==> src/rtl/dma_req_pkg.sv <==
package dma_req_pkg;

  // strobes sent from the sequencer to the datapath
  typedef struct packed {
    logic load;     // capture programmed registers, begin transfer
    logic advance;  // current request accepted
    logic beat;     // one payload beat accepted
  } dmaStrobe_t;

  typedef enum logic [1:0] {
    ST_IDLE  = 2'd0,
    ST_ISSUE = 2'd1,
    ST_DATA  = 2'd2
  } dmaState_t;

  typedef struct packed {
    logic [2:0] pattern;   // one-hot payload source, bit 2 wins
    logic [2:0] sizeCode;  // software size limit
    logic       td;
    logic       ep;
    logic       isWrite;
  } dmaCtrl_t;

  localparam int CTL_DIR_BIT  = 0;
  localparam int CTL_EP_BIT   = 14;
  localparam int CTL_TD_BIT   = 15;
  localparam int CTL_SIZE_LO  = 16;
  localparam int CTL_PAT_LO   = 20;
  localparam int CTL_BUSY_BIT = 31;

endpackage

==> src/rtl/dma_req_datapath.sv <==
module dma_req_datapath
  import dma_req_pkg::*;
#(
  parameter int MIN_BYTES_LOG2 = 7,   // size code 0 in bytes, log2
  parameter int MAX_CODE       = 4,   // largest legal size code
  parameter int PAGE_LOG2      = 12   // boundary a request may not cross
) (
  input  logic                 clk,
  input  logic                 rstN,
  input  logic                 regWrEn,
  input  logic [1:0]           regWordSel,
  input  logic [31:0]          regWrData,
  input  logic [3:0]           regByteEn,
  input  logic [1:0]           regRdSel,
  output logic [31:0]          regRdData,
  input  logic [2:0]           cfgMaxPayload,
  input  logic [2:0]           cfgMaxReadReq,
  input  dmaStrobe_t           strb,
  input  logic                 busy,
  output logic                 ctrlHit,
  output logic                 remZero,
  output logic                 lastBeat,
  output logic                 opWrite,
  output logic [63:0]          reqAddr,
  output logic [PAGE_LOG2:0]   reqLenBytes,
  output logic                 reqTd,
  output logic                 reqEp,
  output logic [31:0]          dataWord
);

  localparam int CHUNK_W = PAGE_LOG2 + 1;
  localparam int REM_W   = 33;
  localparam logic [CHUNK_W-1:0] PAGE_BYTES = CHUNK_W'(2 ** PAGE_LOG2);
  localparam logic [CHUNK_W-1:0] MIN_BYTES  = CHUNK_W'(2 ** MIN_BYTES_LOG2);

  // software-visible registers
  logic [63:0] progAddr;
  logic [31:0] progLen;
  dmaCtrl_t    ctl;

  // working state of the running transfer
  logic [63:0]        curAddr;
  logic [REM_W-1:0]   remBytes;
  logic [CHUNK_W-1:0] beatsLeft;
  logic [31:0]        patIdx;

  assign ctrlHit = regWrEn && (regWordSel == 2'd3) && (|regByteEn);

  // byte-enabled writes to address and length words
  always_ff @(posedge clk) begin
    if (!rstN) begin
      progAddr <= '0;
      progLen  <= '0;
    end else if (regWrEn) begin
      for (int b = 0; b < 4; b++) begin
        if (regByteEn[b]) begin
          case (regWordSel)
            2'd0:    progAddr[8*b +: 8]      <= regWrData[8*b +: 8];
            2'd1:    progAddr[32 + 8*b +: 8] <= regWrData[8*b +: 8];
            2'd2:    progLen[8*b +: 8]       <= regWrData[8*b +: 8];
            default: ;
          endcase
        end
      end
    end
  end

  // control fields only change when a transfer is launched
  always_ff @(posedge clk) begin
    if (!rstN) begin
      ctl <= '0;
    end else if (strb.load) begin
      ctl.pattern  <= regWrData[CTL_PAT_LO +: 3];
      ctl.sizeCode <= regWrData[CTL_SIZE_LO +: 3];
      ctl.td       <= regWrData[CTL_TD_BIT];
      ctl.ep       <= regWrData[CTL_EP_BIT];
      ctl.isWrite  <= regWrData[CTL_DIR_BIT];
    end
  end

  // request size: smallest of software code and configured code, clamped
  logic [2:0]         cfgCode;
  logic [2:0]         pickCode;
  logic [2:0]         effCode;
  logic [CHUNK_W-1:0] maxBytes;
  logic [CHUNK_W-1:0] toPage;
  logic [CHUNK_W-1:0] capBytes;
  logic [CHUNK_W-1:0] chunk;

  always_comb begin
    cfgCode  = ctl.isWrite ? cfgMaxPayload : cfgMaxReadReq;
    pickCode = (ctl.sizeCode < cfgCode) ? ctl.sizeCode : cfgCode;
    effCode  = (pickCode > 3'(MAX_CODE)) ? 3'(MAX_CODE) : pickCode;
    maxBytes = MIN_BYTES << effCode;
    toPage   = PAGE_BYTES - {1'b0, curAddr[PAGE_LOG2-1:0]};
    capBytes = (toPage < maxBytes) ? toPage : maxBytes;
    chunk    = (remBytes < REM_W'(capBytes)) ? remBytes[CHUNK_W-1:0] : capBytes;
  end

  always_ff @(posedge clk) begin
    if (!rstN) begin
      curAddr   <= '0;
      remBytes  <= '0;
      beatsLeft <= '0;
      patIdx    <= '0;
    end else if (strb.load) begin
      curAddr   <= {progAddr[63:2], 2'b00};
      remBytes  <= ({1'b0, progLen} + REM_W'(3)) & ~REM_W'(3);
      beatsLeft <= '0;
      patIdx    <= '0;
    end else if (strb.advance) begin
      curAddr   <= curAddr + 64'(chunk);
      remBytes  <= remBytes - REM_W'(chunk);
      beatsLeft <= chunk >> 2;
    end else if (strb.beat) begin
      beatsLeft <= beatsLeft - CHUNK_W'(1);
      patIdx    <= patIdx + 32'd1;
    end
  end

  // payload pattern generator
  logic [7:0]  byteBase;
  logic [31:0] bytePat;

  always_comb begin
    byteBase = {patIdx[5:0], 2'b00};
    bytePat  = {byteBase + 8'd3, byteBase + 8'd2, byteBase + 8'd1, byteBase};
    if (ctl.pattern[2])      dataWord = patIdx;
    else if (ctl.pattern[1]) dataWord = bytePat;
    else                     dataWord = '0;
  end

  // register readback
  logic [31:0] ctlWord;

  always_comb begin
    ctlWord                       = '0;
    ctlWord[CTL_BUSY_BIT]         = busy;
    ctlWord[CTL_PAT_LO +: 3]      = ctl.pattern;
    ctlWord[CTL_SIZE_LO +: 3]     = ctl.sizeCode;
    ctlWord[CTL_TD_BIT]           = ctl.td;
    ctlWord[CTL_EP_BIT]           = ctl.ep;
    ctlWord[CTL_DIR_BIT]          = ctl.isWrite;
    case (regRdSel)
      2'd0:    regRdData = progAddr[31:0];
      2'd1:    regRdData = progAddr[63:32];
      2'd2:    regRdData = progLen;
      default: regRdData = ctlWord;
    endcase
  end

  assign reqAddr     = curAddr;
  assign reqLenBytes = chunk;
  assign reqTd       = ctl.td;
  assign reqEp       = ctl.ep;
  assign opWrite     = ctl.isWrite;
  assign remZero     = (remBytes == '0);
  assign lastBeat    = (beatsLeft == CHUNK_W'(1));

  // after an advance the address is either a page start or still in the same page
  AST_NO_PAGE_CROSS: assert property (@(posedge clk) disable iff (!rstN)
    strb.advance |=> (curAddr[PAGE_LOG2-1:0] == '0) ||
                     (curAddr[63:PAGE_LOG2] == $past(curAddr[63:PAGE_LOG2])));

  AST_CTRL_FROZEN: assert property (@(posedge clk) disable iff (!rstN)
    (busy && ctrlHit) |=> $stable(ctl));

  AST_REM_DWORD: assert property (@(posedge clk) disable iff (!rstN)
    remBytes[1:0] == 2'b00);

  AST_BEAT_OWED: assert property (@(posedge clk) disable iff (!rstN)
    strb.beat |-> (beatsLeft != '0));

endmodule

==> src/rtl/dma_req_ctrl.sv <==
module dma_req_ctrl
  import dma_req_pkg::*;
(
  input  logic       clk,
  input  logic       rstN,
  input  logic       ctrlHit,
  input  logic       remZero,
  input  logic       lastBeat,
  input  logic       opWrite,
  input  logic       reqReady,
  input  logic       dataReady,
  output logic       reqValid,
  output logic       dataValid,
  output logic       busy,
  output dmaStrobe_t strb
);

  dmaState_t state, stateNext;

  always_ff @(posedge clk) begin
    if (!rstN) state <= ST_IDLE;
    else       state <= stateNext;
  end

  always_comb begin
    stateNext = state;
    strb      = '0;
    case (state)
      ST_IDLE: begin
        if (ctrlHit) begin
          strb.load = 1'b1;
          stateNext = ST_ISSUE;
        end
      end
      ST_ISSUE: begin
        if (remZero) begin
          stateNext = ST_IDLE;
        end else if (reqReady) begin
          strb.advance = 1'b1;
          stateNext    = opWrite ? ST_DATA : ST_ISSUE;
        end
      end
      ST_DATA: begin
        if (dataReady) begin
          strb.beat = 1'b1;
          if (lastBeat) stateNext = ST_ISSUE;
        end
      end
      default: stateNext = ST_IDLE;
    endcase
  end

  assign reqValid  = (state == ST_ISSUE) && !remZero;
  assign dataValid = (state == ST_DATA);
  assign busy      = (state != ST_IDLE);

  AST_ZERO_LEN_DONE: assert property (@(posedge clk) disable iff (!rstN)
    (state == ST_ISSUE && remZero) |=> !busy);

  AST_REQ_HELD: assert property (@(posedge clk) disable iff (!rstN)
    (reqValid && !reqReady) |=> reqValid);

  AST_DATA_HELD: assert property (@(posedge clk) disable iff (!rstN)
    (dataValid && !dataReady) |=> dataValid);

  AST_START_SETS_BUSY: assert property (@(posedge clk) disable iff (!rstN)
    (!busy && ctrlHit) |=> busy);

endmodule

==> src/rtl/dma_req_gen.sv <==
module dma_req_gen
  import dma_req_pkg::*;
#(
  parameter int MIN_BYTES_LOG2 = 7,
  parameter int MAX_CODE       = 4,
  parameter int PAGE_LOG2      = 12
) (
  input  logic                clk,
  input  logic                rstN,
  input  logic                regWrEn,
  input  logic [1:0]          regWordSel,
  input  logic [31:0]         regWrData,
  input  logic [3:0]          regByteEn,
  input  logic [1:0]          regRdSel,
  output logic [31:0]         regRdData,
  input  logic [2:0]          cfgMaxPayload,
  input  logic [2:0]          cfgMaxReadReq,
  output logic                reqValid,
  input  logic                reqReady,
  output logic                reqWrite,
  output logic [63:0]         reqAddr,
  output logic [PAGE_LOG2:0]  reqLenBytes,
  output logic                reqTd,
  output logic                reqEp,
  output logic                dataValid,
  input  logic                dataReady,
  output logic [31:0]         dataWord,
  output logic                dataLast,
  output logic                busy
);

  dmaStrobe_t strb;
  logic ctrlHit, remZero, lastBeat, opWrite;

  dma_req_ctrl uCtrl (
    .clk       (clk),
    .rstN      (rstN),
    .ctrlHit   (ctrlHit),
    .remZero   (remZero),
    .lastBeat  (lastBeat),
    .opWrite   (opWrite),
    .reqReady  (reqReady),
    .dataReady (dataReady),
    .reqValid  (reqValid),
    .dataValid (dataValid),
    .busy      (busy),
    .strb      (strb)
  );

  dma_req_datapath #(
    .MIN_BYTES_LOG2 (MIN_BYTES_LOG2),
    .MAX_CODE       (MAX_CODE),
    .PAGE_LOG2      (PAGE_LOG2)
  ) uPath (
    .clk           (clk),
    .rstN          (rstN),
    .regWrEn       (regWrEn),
    .regWordSel    (regWordSel),
    .regWrData     (regWrData),
    .regByteEn     (regByteEn),
    .regRdSel      (regRdSel),
    .regRdData     (regRdData),
    .cfgMaxPayload (cfgMaxPayload),
    .cfgMaxReadReq (cfgMaxReadReq),
    .strb          (strb),
    .busy          (busy),
    .ctrlHit       (ctrlHit),
    .remZero       (remZero),
    .lastBeat      (lastBeat),
    .opWrite       (opWrite),
    .reqAddr       (reqAddr),
    .reqLenBytes   (reqLenBytes),
    .reqTd         (reqTd),
    .reqEp         (reqEp),
    .dataWord      (dataWord)
  );

  assign reqWrite = opWrite;
  assign dataLast = dataValid && lastBeat;

  AST_REQ_STABLE: assert property (@(posedge clk) disable iff (!rstN)
    (reqValid && !reqReady) |=> ($stable(reqAddr) && $stable(reqLenBytes)));

  AST_NO_DATA_ON_READ: assert property (@(posedge clk) disable iff (!rstN)
    dataValid |-> reqWrite);

endmodule

==> config.mk <==
export PLATFORM = sky130hd
export DESIGN_NAME = dma_req_gen
export DESIGN_NICKNAME = d
export VERILOG_FILES = /design/src/rtl/dma_req_pkg.sv /design/src/rtl/dma_req_datapath.sv /design/src/rtl/dma_req_ctrl.sv /design/src/rtl/dma_req_gen.sv
export SDC_FILE = /design/constraint.sdc
export NUM_CORES = 1
export LEC_CHECK = 0
export BUFFER_PORTS_ARGS = -buffer_cell sky130_fd_sc_hd__clkbuf_2
export CAP_MARGIN = 10
export CORE_UTILIZATION = 50
export CTS_CLUSTER_DIAMETER = 200
export DETAILED_ROUTE_END_ITERATION = 7
export PLACE_DENSITY = 0.71
export SETUP_SLACK_MARGIN = 0.5
export SLEW_MARGIN = 10
export SYNTH_ARGS = -nofsm -noshare
export SYNTH_HDL_FRONTEND = slang
export SYNTH_SLANG_ARGS = --single-unit
==> constraint.sdc <==
create_clock -name clk -period 11.3 [get_ports clk]
set_input_delay 0 -clock clk [delete_from_list [all_inputs] [get_ports clk]]
set_output_delay 0 -clock clk [all_outputs]
set_load 0.01 [all_outputs]
# ---- Word-level counts from Yosys, hierarchy flattened
# Cells that the tools add are included.
# W data, S select, Z words.
dict set report op_classes {
  add_sub_neg 9
  order_cmp 4
  n_eq_ne 12
  shifts 1
  mux 28
  bitwise 2
  n_reduce_logical 29
}
# operator count
set op_table {}
lappend op_table {{$mux W64} 2}
lappend op_table {{$pmux W32 S3} 1}
lappend op_table {{$mux W33} 2}
lappend op_table {{$add A64 B13 Y64} 1}
lappend op_table {{$mux W32} 2}
lappend op_table {{$reduce_and A3 Y1} 12}
lappend op_table {{$add A32 B2 Y33 const B} 1}
lappend op_table {{$logic_not A33 Y1} 1}
lappend op_table {{$lt A33 B13 Y1} 1}
lappend op_table {{$sub A33 B13 Y33} 1}
lappend op_table {{$add A32 B1 Y32 const B} 1}
lappend op_table {{$mux W13} 2}
lappend op_table {{$mux W11} 2}
lappend op_table {{$add A8 B2 Y8 const B} 2}
lappend op_table {{$eq A13 B1 Y1 const B} 1}
lappend op_table {{$lt A13 B13 Y1} 1}
lappend op_table {{$shl A8 B3 Y13 const A} 1}
lappend op_table {{$sub A13 B1 Y13 const B} 1}
lappend op_table {{$sub A13 B12 Y13 const A} 1}
lappend op_table {{$mux W2} 6}
lappend op_table {{$mux W3} 3}
lappend op_table {{$add A8 B1 Y8 const B} 1}
lappend op_table {{$eq A2 B2 Y1 const B} 4}
lappend op_table {{$mux W1} 7}
lappend op_table {{17 further kinds} 28}
dict set report word_totals {
  reg_bits 249
  out_inout_bits 148
  wordCells 110
}

# ---- Logic depth before layout (Yosys ltp)
# Gate-level depths: netlist of the first run.
dict set report logic_depth {
  ltp_word 13
  ltp_mapped 35
  depth_no_buf 31
}

# ---- Hierarchy
# A second synthesis of the first run with hierarchy kept.
dict set report hier_totals {
  hier_cells 1909
  hier_area_um2 14993.1
}
# module n_inst cells_per_inst area_per_inst_um2 seq_area_each_um2
set modules_own_cells {}
lappend modules_own_cells {dma_req_datapath 1 1891 14841.7 4944.7}
lappend modules_own_cells {dma_req_ctrl 1 17 145.1 40.0}
lappend modules_own_cells {dma_req_gen 1 1 6.3 0.0}

# ---- Worst setup path before layout of the first run
# No wires, ideal clock.
dict set report synth_timing {
  path_kind {register to register}
  from {register uPath.ctl, in the netlist uPath.opWrite}
  to {register uPath.remBytes[22]}
  setup_ns 0.134
  t_arrival_ns 7.821
  required_time_ns 11.166
  path_slack_ns 3.345
  stages_incl_launch_ff 34
  path_cell_list {dfxtp_1 > buf_2 > mux2_2 > inv_1 > ha_1 > nor3_1 > a211oi_2 > or4b_1 > a21o_1 > ha_1 > nor4_1 > a21boi_0 > a21oi_1 > clkbuf_1 > inv_1 > a211oi_1 > inv_1 > ha_1 > a2111oi_0 > nand2_1 > o211ai_1 > o2111ai_4 > buf_6 > o21ai_0 > ha_1 > inv_1 > fa_1 > a211o_1 > a2111o_1 > a211oi_1 > o21ai_1 > nor4_1 > xnor2_1 > o22ai_1}
}
dict set report synth_via {
  elab_chain_len 13
}
# item line
set synth_lines {}
lappend synth_lines {{from (decl)} dma_req_datapath.sv:39} ;# dmaCtrl_t ctl;
lappend synth_lines {{$mux W3 *} dma_req_datapath.sv:91} ;# cfgCode = ctl.isWrite ? cfgMaxPayload : cfgMaxReadReq;
lappend synth_lines {{$lt A3 B3 Y1} dma_req_datapath.sv:92} ;# pickCode = (ctl.sizeCode < cfgCode) ? ctl.sizeCode : cfgCode;
lappend synth_lines {{$mux W3 *} dma_req_datapath.sv:92}
lappend synth_lines {{$gt A3 B3 Y1} dma_req_datapath.sv:93} ;# effCode = (pickCode > 3'(MAX_CODE)) ? 3'(MAX_CODE) : pickCode;
lappend synth_lines {{$mux W3 *} dma_req_datapath.sv:93}
lappend synth_lines {{$shl A8 B3 Y13 *} dma_req_datapath.sv:94} ;# maxBytes = MIN_BYTES << effCode;
lappend synth_lines {{$lt A13 B13 Y1} dma_req_datapath.sv:96} ;# capBytes = (toPage < maxBytes) ? toPage : maxBytes;
lappend synth_lines {{$mux W13 *} dma_req_datapath.sv:96}
lappend synth_lines {{$lt A33 B13 Y1} dma_req_datapath.sv:97} ;# chunk = (remBytes < REM_W'(capBytes)) ? remBytes[CHUNK_W-1:0] : capBytes;
lappend synth_lines {{$mux W13 *} dma_req_datapath.sv:97}
lappend synth_lines {{named net reqLenBytes[0]} dma_req_gen.sv:22} ;# output logic [PAGE_LOG2:0] reqLenBytes,
lappend synth_lines {{$sub A33 B13 Y33 *} dma_req_datapath.sv:113} ;# remBytes <= remBytes - REM_W'(chunk);
lappend synth_lines {{$mux W33 *} dma_req_datapath.sv:111} ;# end else if (strb.advance) begin
lappend synth_lines {{$mux W33 *} dma_req_datapath.sv:106} ;# end else if (strb.load) begin
lappend synth_lines {{to (signal assigned)} dma_req_datapath.sv:108} ;# remBytes <= ({1'b0, progLen} + REM_W'(3)) & ~REM_W'(3);
lappend synth_lines {{to (signal assigned)} dma_req_datapath.sv:113}
lappend synth_lines {{to (decl)} dma_req_datapath.sv:43} ;# logic [REM_W-1:0] remBytes;
# The timed path passes the listed nets; every way through them passes the cells marked *. The select of a mux whose other input is x is not followed.
# A chain may end at the register's enable or synchronous reset.

# ---- Worst setup path in the final report of the first run
dict set report layout_timing {
  from {register uPath.ctl, in the netlist uPath.opWrite}
  to {register uPath.curAddr[34] (netlist: uPath.reqAddr[34])}
}
dict set report layout_via {
  elab_chain_len 13
}
# item line
set layout_lines {}
lappend layout_lines {{$mux W3 *} dma_req_datapath.sv:91}
lappend layout_lines {{$lt A3 B3 Y1} dma_req_datapath.sv:92}
lappend layout_lines {{$mux W3 *} dma_req_datapath.sv:92}
lappend layout_lines {{$gt A3 B3 Y1} dma_req_datapath.sv:93}
lappend layout_lines {{$mux W3 *} dma_req_datapath.sv:93}
lappend layout_lines {{$shl A8 B3 Y13 *} dma_req_datapath.sv:94}
lappend layout_lines {{$lt A13 B13 Y1} dma_req_datapath.sv:96}
lappend layout_lines {{$mux W13 *} dma_req_datapath.sv:96}
lappend layout_lines {{$lt A33 B13 Y1} dma_req_datapath.sv:97}
lappend layout_lines {{$mux W13 *} dma_req_datapath.sv:97}
lappend layout_lines {{$add A64 B13 Y64 *} dma_req_datapath.sv:112} ;# curAddr <= curAddr + 64'(chunk);
lappend layout_lines {{$mux W64 *} dma_req_datapath.sv:111}
lappend layout_lines {{$mux W64 *} dma_req_datapath.sv:106}
lappend layout_lines {{to (signal assigned)} dma_req_datapath.sv:107} ;# curAddr <= {progAddr[63:2], 2'b00};
lappend layout_lines {{to (signal assigned)} dma_req_datapath.sv:112}
lappend layout_lines {{to (decl)} dma_req_datapath.sv:42} ;# logic [63:0] curAddr;
# Mark *: on every way between the ends. The rest lies on a longest branch, timed or not. The select of a mux whose other input is x is not followed.

==> results.md, run 1 <==
* Final setup viols at 0
* Number of distinct library cells after synthesis at 80
* Critical path required time at 11.77 ns
* First-pass GRT wire length at 80100 um
* Pleak at 6.98 nW
* Initial antenna violation count at 0
* Post-synth ARST share at 0%
* Vias in the first global route at 14500
* Post-CTS Hold Fix Bufs at 34
* Seq/Total Area, Yosys at 33.7%
* Setup_tns at 0 ns
* I/O pin cnt at 199
* CTS tree: yes
* Global route overflow at 0
* Max Cap Viol at 0
* Post-CTS sizing at 0
* Starting Density at 51.1%
* Port-buffer cells at 198
* Max Buffers Root-to-Sink at 3
* Hold Vio Cnt, Final at 0
* RSZ-0062 raised after global routing: no
* Share of layout cells above drive strength 1 at 14.4%
* Avg WL per Cell at 20.4 um
* Tmin final at 9.72 ns
* Largest net degree at the start of global routing at 91
* Crit path DAT at 10.19 ns
* Die Ht at 174 um
* Die extent in x at 174 um
* Crit path launch type: register
* Sink Count at 249
* Dpl hpwl at 35900 um
* Crit path kind: register to register
* Least-Margin Pin Slew at 1.18 ns
* Worst-path clk slew at 0.06 ns
* Max-slew violations at 0
* Yosys Warn Count at 0
* Placer Congestion at 0.955
* Mapped Cells at 1934
* Post-route ant nets at 0
* Nets@finish at 2231
* Skew-Pair Late Insertion Delay at 0.57 ns
* Row cnt at 62
* Hold WC Path Type: primary input to register
* Max Clk Rate at 0.103 GHz
* Clock buffer count from CTS at 28
* H-tree levels at 1
* Core area at 28900 sq um
* Die area at 30300 sq um
* Layout Utilization at 60.3%
* CTS Root Cell: clkbuf_16
* Postcts setup bufs at 0
* Synthesized Nets at 2040
* Placed cell area at 16000 sq um
* Cell area power density at 270 nW/um^2
* Worst VDD drop at 0.000305 V
* Worst path slowest cell: a21oi_2
* Number of remaining DRC errors at 0
* Pre-antenna DRT Iters at 6
* Post-Syn Area at 14800 sq um
* CP max FO at 19
* Final wirelength at 51700 um
* Status: finished clean
* N_diodes at 0
* Max stage delay on crit path at 0.87 ns
* Period utilization at 86.0%
* Post-synth top flop: dfxtp_1
* Slew HR at 20.8%
* Avg Synthesized Cell Area at 7.65 sq um
* DR iter-0 viols at 1324
* Synth-to-layout area growth at 18.0%
* Layout Skew at 0.0271 ns
* Post-synth EDFFs at 0
* Via density at 6.16
* CP endpoint kind: register
* Synthesized flop and latch total at 249
* Finished Cell Area at 17500 sq um
* GRT Util Overall at 33.2%
* Via Count at 15600
cells in the final DEF (no fill, tap or decap), types with 9 or more instances in the layout:
cell,instances
nand2b_1,12
nand2_1,435
nand3_1,67
a21oi_1,191
clkbuf_2,198
or3_1,19
and2_1,12
o22ai_1,16
xor2_1,64
dfxtp_1,249
a22oi_1,9
o21a_1,14
inv_1,49
nor4_1,31
and4_1,15
ha_1,53
nor3_1,39
xnor2_1,55
mux4_2,10
dlygate4sd3_1,34
clkbuf_16,28
a31oi_1,29
nand4_1,36
buf_4,16
mux2i_1,32
o211ai_1,12
a211oi_1,10
a21o_1,22
o21ai_0,93
and3_1,28
nor2_1,114
worst max-delay path, delay by kind of cell, from the launching register on:
kind                       cells  cell delay [ns]
and+or+nand+nor               10             2.76
AOI/OAI and AO/OA             11             3.92
adders and majority gates      5             1.44
muxes                          1             0.45
buffers and inverters          4             0.46
DFF                            1             0.59
cells in the mapped netlist (36+ instances only):
cell / number / share of area (%)
a21oi_1: 191 / 6.5
clkbuf_1: 68 / 1.7
dfxtp_1: 249 / 34
ha_1: 53 / 4.5
inv_1: 49 / 1.2
nand2_1: 436 / 11
nand3_1: 67 / 2.3
nand4_1: 36 / 1.5
nor2_1: 116 / 2.9
nor3_1: 39 / 1.3
o21ai_0: 93 / 3.1
xnor2_1: 55 / 3.3
xor2_1: 64 / 3.8
per-stage QoR:
step | setup WS, ns | instances | hold slack [ns] | total power [mW]
floorplan | 3.35 | 1934 | 0.136 | 2.95
global placement | 1.93 | 2445 | 0.253 | 3.57
detailed placement | 1.77 | 2445 | 0.256 | 3.60
CTS | 1.74 | 2531 | 0.0224 | 4.67
global route | 0.822 | 2531 | 0.0620 | 4.98
finish | 1.58 | 2531 | 0.0506 | 4.71
report_power, final:
| group | internal [mW] | switching [mW] | total, mW |
|---|---|---|---|
| sequential | 0.946 | 0.0938 | 1.04 |
| clock | 0.659 | 0.399 | 1.06 |
| combinational | 0.984 | 1.63 | 2.61 |
worst paths after layout:
path                                                     start                               to  slack [ns]  depth (start not counted)
worst min register to register  uPath.progAddr[1]$_SDFFE_PN0P_   uPath.progAddr[1]$_SDFFE_PN0P_        0.46                          2
worst max-delay path                uPath.opWrite$_SDFFE_PN0P_   uPath.reqAddr[34]$_SDFFE_PN0P_        1.58                         31
worst min-delay path                              regByteEn[1]  uPath.progAddr[15]$_SDFFE_PN0P_        0.05                          5
worst max register to register      uPath.opWrite$_SDFFE_PN0P_   uPath.reqAddr[34]$_SDFFE_PN0P_        1.58                         31
state kept, by name, indices dropped and copies added, names as in the netlist:
| name | flops |
|---|---|
| uPath.progAddr | 64 |
| uPath.reqAddr | 64 |
| uPath.remBytes | 33 |
| uPath.patIdx | 32 |
| uPath.progLen | 32 |
| uPath.beatsLeft | 13 |
| uPath.ctl | 6 |
| uCtrl.state | 2 |
| uPath.opWrite | 1 |
| uPath.reqEp | 1 |
| uPath.reqTd | 1 |
cell families after synthesis:
| logic type | count (synthesis) | share of synthesized area (%) |
|---|---|---|
| xor gates and xnor gates | 119 | 7.05 |
| muxes | 49 | 4.25 |
| and+or+nand+nor | 863 | 27.3 |
| DFF | 249 | 33.7 |
| AOI/OAI and AO/OA | 462 | 19.1 |
| buffers and inverters | 137 | 3.82 |
| adders and majority gates | 55 | 4.75 |
routing by layer:
| metal | GRT usage, % | up-vias | part of all wire [%] |
|---|---|---|---|
| met2 | 54.3 | 766 | 46 |
| li1 | - | 7284 | - |
| met1 | 43.8 | 7409 | 42 |
| met4 | 13.0 | 0 | 3.7 |
| met3 | 4.86 | 125 | 8.6 |
| met5 | 0 | - | 0 |
cell type report:
cell class / count / area, sq um
Timing Repair Buffer: 248 / 1450
Tap cell: 384 / 480
Clock buffer: 35 / 797
Sequential cell: 249 / 4980
Multi-Input combinational cell: 1548 / 9270
Inverter: 50 / 190
Clock inverter: 17 / 280
Fill cell: 2652 / 11500
No activity file was read; power rests on OpenSTA's default activity.
==> inputs of run 2 (changes only) <==
--- a/config.mk
+++ b/config.mk
@@ -15,4 +15,5 @@
 export SLEW_MARGIN = 10
 export SYNTH_ARGS = -nofsm -noshare
 export SYNTH_HDL_FRONTEND = slang
+export SYNTH_HIERARCHICAL = 1
 export SYNTH_SLANG_ARGS = --single-unit
==> results.md, run 2 <==
* Status: finished, violations left
* Failing checks: design-rule violations
* Die extent in x at 175 um
* Worst-path clk slew at 0.06 ns
* Cell taking the most area after synthesis: dfxtp_1
* Max stage delay on crit path at 0.89 ns
* Path depth of the worst reg2reg path at 31
* Yosys Warn Count at 6
* WL met1 at 21000 um
* Nets@finish at 2200
* Max-slew violations at 0
* Least-Margin Pin Slew at 1.26 ns
* Final wirelength at 49000 um
* Post-Syn Area at 15000 sq um
* DR iter-0 viols at 1284
* Switching Fraction at 31.3%
* Commonest cells post-synth: 385 x nand2_1, 249 x dfxtp_1, 133 x o21ai_0
* Clk pwr share at 37.3%
* Port-buffer cells at 198
* P_int at 1.63 mW
* CTS tree: yes
* First-pass GRT wire length at 75400 um
* Max Clk Rate at 0.101 GHz
* Xor/xnor share of the synthesized area at 7.89%
* Post-synthesis compound-gate area fraction at 19.0%
* Most frequent cell after synthesis: nand2_1
* Most frequent cells in the layout: 384 x nand2_1, 249 x dfxtp_1, 197 x clkbuf_2
* Number of remaining DRC errors at 2
* Most common cell after layout, fill and taps aside: nand2_1
* Tmin final at 9.87 ns
* Largest family of logic cells by synthesized area: simple AND/OR/NAND/NOR gates
* Sink Count at 249
* Pre-antenna DRT Iters at 7
* Synth top area cells: dfxtp_1 33%, nand2_1 9.6%, a21boi_0 4.8%
* GRT Util Overall at 31.0%
* Placer Congestion at 0.938
* Multiplexer area fraction after synthesis at 5.68%
* Starting Density at 50.7%
* Final setup viols at 0
* Synthesized flop and latch total at 249
* Slew HR at 15.5%
* Synth-to-layout area growth at 16.6%
* RSZ-0062 raised after global routing: no
* Initial antenna violation count at 0
* Routed wl met2 at 22000 um
* Worst path buffer plus inverter count at 4
* Avg WL per Cell at 19.6 um
* Hold WS at 0.0209 ns
* Vias in the first global route at 13500
* Clock buffer count from CTS at 28
* Critical path required time at 11.79 ns
* Crit path kind: register to register
* Dpl hpwl at 36100 um
* Finished Cell Area at 17500 sq um
* Post-Synth Adder-Cell Area at 4.61%
* Number of distinct library cells after synthesis at 74
* Die Ht at 175 um
* Combinational power share at 22.8%
* Skew-Pair Late Insertion Delay at 0.57 ns
* Die area at 30700 sq um
* Core area at 29600 sq um
* Fillers at 2688
* Pleak at 7.08 nW
* Routed wl met3 at 3640 um
* Cell area power density at 136 nW/um^2
* Max Cap Viol at 0
* Kind of cell adding the most delay to the critical path: compound AO/OA/AOI/OAI gates
* Via Count at 14900
* Synthesized Nets at 2014
* Top-area cell type share of the netlist area at 33.2%
* Period utilization at 87.3%
* Avg Synthesized Cell Area at 7.85 sq um
* Crit path DAT at 10.36 ns
* Crit path launch type: register
* Setup_tns at 0 ns
* Hold WC Path Type: primary input to register
* Seq pwr share at 39.9%
* CP max FO at 17
* Cells on Worst Hold Path at 4
* CTS Root Cell: clkbuf_16
* I/O pin cnt at 199
* Max Buffers Root-to-Sink at 3
* Layout Skew at 0.0319 ns
* Crit. path cell count at 31
* Post-route ant nets at 0
* N_diodes at 0
* Largest net degree at the start of global routing at 87
* Global route overflow at 0
* Final Power at 2.38 mW
* Mapped Cells at 1909
* Share of layout cells above drive strength 1 at 14.1%
* Postcts setup bufs at 0
* Sw power at 0.745 mW
* Top routing layer used: met4
* CP endpoint kind: register
* Via density at 5.95
* Post-synth ARST share at 0%
* Row cnt at 63
* Post-synthesis simple-gate area fraction at 25.8%
* Post-synth EDFFs at 0
* Seq/Total Area, Yosys at 33.2%
* Worst path slowest cell: or4b_1
* Worst VDD drop at 0.000140 V
* H-tree levels at 1
* Hold Vio Cnt, Final at 0
* Post-synth top flop: dfxtp_1
* Placed cell area at 16200 sq um
[run 2: cell types whose count changed after synthesis, sizes merged, moves of 10 or more]
| cell | delta |
|---|---|
| o21ai | +39 |
| nor3 | -11 |
| nor4 | -11 |
| a21oi | -116 |
| nor2b | +19 |
| xor2 | +12 |
| mux2i | +16 |
| clkbuf | +13 |
| o22ai | -13 |
| nand2 | -51 |
| a21boi | +92 |
| buf | -10 |
| inv | +10 |
[run 2: kinds of logic (layout without fill, tap and decap cells)]
kind of cell	count (synthesis)	after routing
other cells	1	1
fa+ha+maj	54	54
compound gates	438	438
buf+inv	149	353
simple gates	813	813
flops	249	249
xor+xnor	135	135
mux	70	70
[run 2: tightest hold or removal path, stage by stage]
cell and delay (ns):
clkbuf_2 0.18, nor3_1 0.20, nand2_1 0.10, a21boi_0 0.06
[run 2: through the flow]
step,instances,utilization [%],setup slack [ns]
2_1_floorplan,1909,-,2.80
3_3_place_gp,2419,54.9,1.52
3_5_place_dp,2419,54.9,1.19
4_1_cts,2503,59.1,1.11
5_1_grt,2503,59.1,0.597
6_report,2503,59.1,1.43
[run 2: power groups by stage]
| stage | sequential (mW) | clock [mW] | combinational [mW] |
|---|---|---|---|
| after floorplan | 0.958 | 0 | 0.380 |
| after global placement | 0.967 | 0 | 0.511 |
| after detailed placement | 0.968 | 0 | 0.518 |
| after CTS | 0.949 | 0.897 | 0.532 |
| after global routing | 0.953 | 0.934 | 0.588 |
| final | 0.950 | 0.888 | 0.541 |
[run 2: layer usage]
metal | vias up | GRT usage [%]
li1 | 7117 | -
met1 | 7035 | 42.2
met2 | 634 | 48.9
met3 | 97 | 3.61
met4 | 0 | 14.5
met5 | - | 0
[run 2: worst paths after layout]
| kind | start | endpoint | slack, ns |
|---|---|---|---|
| worst max register to register | uPath/opWrite$_SDFFE_PN0P_ | uPath/reqAddr[46]$_SDFFE_PN0P_ | 1.43 |
| worst max-delay path | uPath/opWrite$_SDFFE_PN0P_ | uPath/reqAddr[46]$_SDFFE_PN0P_ | 1.43 |
| worst min-delay path | regWordSel[1] | uPath/progAddr[27]$_SDFFE_PN0P_ | 0.02 |
| worst min register to register | uPath/progAddr[1]$_SDFFE_PN0P_ | uPath/progAddr[1]$_SDFFE_PN0P_ | 0.47 |
[run 2: what timing repair did]
item | CTS | global route
gates resized for setup | 0 | 0
endpoints found under the hold margin | 129 | 0
hold buffers | 36 | 0
[run 2: final cells by class]
cell class,instances,area [sq um],area share [%]
clock buffers,39,792,4.53
clock inverters,9,95.1,0.544
inverters,59,221,1.27
multi-input cells,1511,9460,54.1
flip-flops and latches,249,4980,28.5
well taps,390,488,2.79
repair buffers,246,1440,8.26
==> inputs of run 3 (changes only) <==
--- a/config.mk
+++ b/config.mk
@@ -10,7 +10,7 @@
 export CORE_UTILIZATION = 50
 export CTS_CLUSTER_DIAMETER = 200
 export DETAILED_ROUTE_END_ITERATION = 7
-export PLACE_DENSITY = 0.71
+export PLACE_DENSITY = 0.73
 export SETUP_SLACK_MARGIN = 0.5
 export SLEW_MARGIN = 10
 export SYNTH_ARGS = -nofsm -noshare
==> constraint.sdc (replaced) <==
create_clock -name clk -period 8.5 [get_ports clk]
set_input_delay 0 -clock clk [delete_from_list [all_inputs] [get_ports clk]]
set_output_delay 0 -clock clk [all_outputs]
set_load 0.01 [all_outputs]
==> results.md, run 3 (synthesized netlist as in run 2, its figures left out) <==
* Status: finished clean
* Vias in the first global route at 13800
* Hold WS at 0.0431 ns
* Pre-antenna DRT Iters at 5
* Skew-Pair Late Insertion Delay at 0.58 ns
* Layout Utilization at 60.7%
* CP max FO at 12
* Register Area at 4990 sq um
* Hold WC Path Type: primary input to register
* Worst-path clk slew at 0.06 ns
* Placer Congestion at 0.936
* Die area at 30700 sq um
* Core area at 29600 sq um
* Share of layout cells above drive strength 1 at 16.5%
* Cell area power density at 186 nW/um^2
* Clk pwr share at 38.8%
* Worst VDD drop at 0.000188 V
* Final wirelength at 50300 um
* Port-buffer cells at 198
* Flop-to-flop setup slack at 0.80 ns
* N_diodes at 0
* Least-Margin Pin Slew at 1.24 ns
* Worst setup margin at 0.804 ns
* First-pass GRT wire length at 76700 um
* Max-slew violations at 0
* I/O pin cnt at 199
* Post-route ant nets at 0
* Dpl hpwl at 36500 um
* Die Ht at 175 um
* CTS tree: yes
* Avg WL per Cell at 19.9 um
* Via Count at 15100
* Critical path required time at 8.92 ns
* Max Cap Viol at 0
* Max stage delay on crit path at 0.63 ns
* P_int at 2.31 mW
* Combinational power share at 23.3%
* H-tree levels at 1
* Sink Count at 249
* GRT Util Overall at 31.6%
* Largest net degree at the start of global routing at 98
* Synth-to-layout area growth at 19.8%
* Initial antenna violation count at 2
* CP endpoint kind: register
* Period utilization at 90.5%
* Nets@finish at 2227
* Via density at 5.95
* Max Buffers Root-to-Sink at 3
* Multi-input logic area at 9600 sq um
* Slew HR at 16.6%
* Row cnt at 63
* Sw power at 1.03 mW
* Max Clk Rate at 0.130 GHz
* Die extent in x at 175 um
* Number of remaining DRC errors at 0
* Starting Density at 50.7%
* Worst path slowest cell: or4b_4
* Pre-CTS setup slack at 0.181 ns
* CTS Root Cell: clkbuf_16
* RSZ-0062 raised after global routing: yes
* Clock buffer count from CTS at 28
* Pleak at 7.30 nW
* Crit path DAT at 8.12 ns
* Seq pwr share at 37.9%
* Layout Skew at 0.0484 ns
* Placed cell area at 16300 sq um
* Most frequent cells in the layout: 384 x nand2_1, 248 x dfxtp_1, 197 x clkbuf_2
* Fillers at 2641
* Crit path kind: register to register
* Hold Vio Cnt, Final at 0
* Global route overflow at 0
* Tmin final at 7.70 ns
* Crit path launch type: register
* DR iter-0 viols at 1268
* Setup_tns at 0 ns
* Final setup viols at 0
* Most common cell after layout, fill and taps aside: nand2_1
* Switching Fraction at 30.9%
* Finished Cell Area at 18000 sq um
[run 3: cell count changes in the layout (fill, tap and decap cells not counted), moves of 4 or more]
cell / previous run / this run
clkbuf_8: 5 / 9
o21ai_0: 133 / 128
buf_4: 13 / 36
clkbuf_1: 6 / 1
[run 3: metal layers]
layer,GRT usage (%),vias up,wire length [um]
met2,51.2,674,23100
met5,0,-,8
met3,4.09,117,3630
li1,-,7174,-
met1,42.1,7105,21400
met4,13.9,2,2210
[run 3: worst max-delay path: cells and delay by family (launching register included)]
family,cells,cell delay (ns)
fa+ha+maj,4,1.17
flops,1,0.39
simple gates,8,2.49
compound gates,9,1.31
mux,3,0.97
xor+xnor,1,0.17
buf+inv,8,1.07
[run 3: final cells by class]
class / instances / share of cell area (%)
Multi-Input combinational cell: 1511 / 53.5
Sequential cell: 249 / 27.8
Timing Repair Buffer: 273 / 9.23
Clock buffer: 38 / 4.61
Tap cell: 390 / 2.72
Inverter: 59 / 1.23
Clock inverter: 13 / 0.969
[run 3: timing repair]
| action | CTS | global route |
|---|---|---|
| cloned | 0 | 0 |
| hold buffers | 39 | 0 |
| setup buffers | 0 | 13 |
| endpoints found under the setup margin | 39 | 75 |
| endpoints found under the hold margin | 113 | 0 |
| gates resized for setup | 3 | 36 |
| pin swaps | 0 | 5 |
[run 3: path summary, 6_finish.rpt]
path | cells after the start | from | end
min | 5 | regByteEn[0] | uPath/progLen[3]$_SDFFE_PN0P_
max | 33 | uPath/opWrite$_SDFFE_PN0P_ | uPath/reqAddr[63]$_SDFFE_PN0P_
min reg2reg | 2 | uPath/progAddr[8]$_SDFFE_PN0P_ | uPath/progAddr[8]$_SDFFE_PN0P_
max reg2reg | 33 | uPath/opWrite$_SDFFE_PN0P_ | uPath/reqAddr[63]$_SDFFE_PN0P_
[run 3: stage by stage]
step                      std cells  total power [mW]
final                          2533              3.34
after global routing           2533              3.47
after CTS                      2520              3.30
after detailed placement       2430              2.00
after global placement         2430              1.99
after floorplan                1909              1.78
[run 3: power groups by stage]
stage | Sequential, mW | Clock, mW | Combinational (mW)
2_1_floorplan | 1.27 | 0 | 0.506
3_3_place_gp | 1.29 | 0 | 0.701
3_5_place_dp | 1.29 | 0 | 0.707
4_1_cts | 1.26 | 1.31 | 0.728
5_1_grt | 1.27 | 1.36 | 0.847
6_report | 1.27 | 1.29 | 0.778
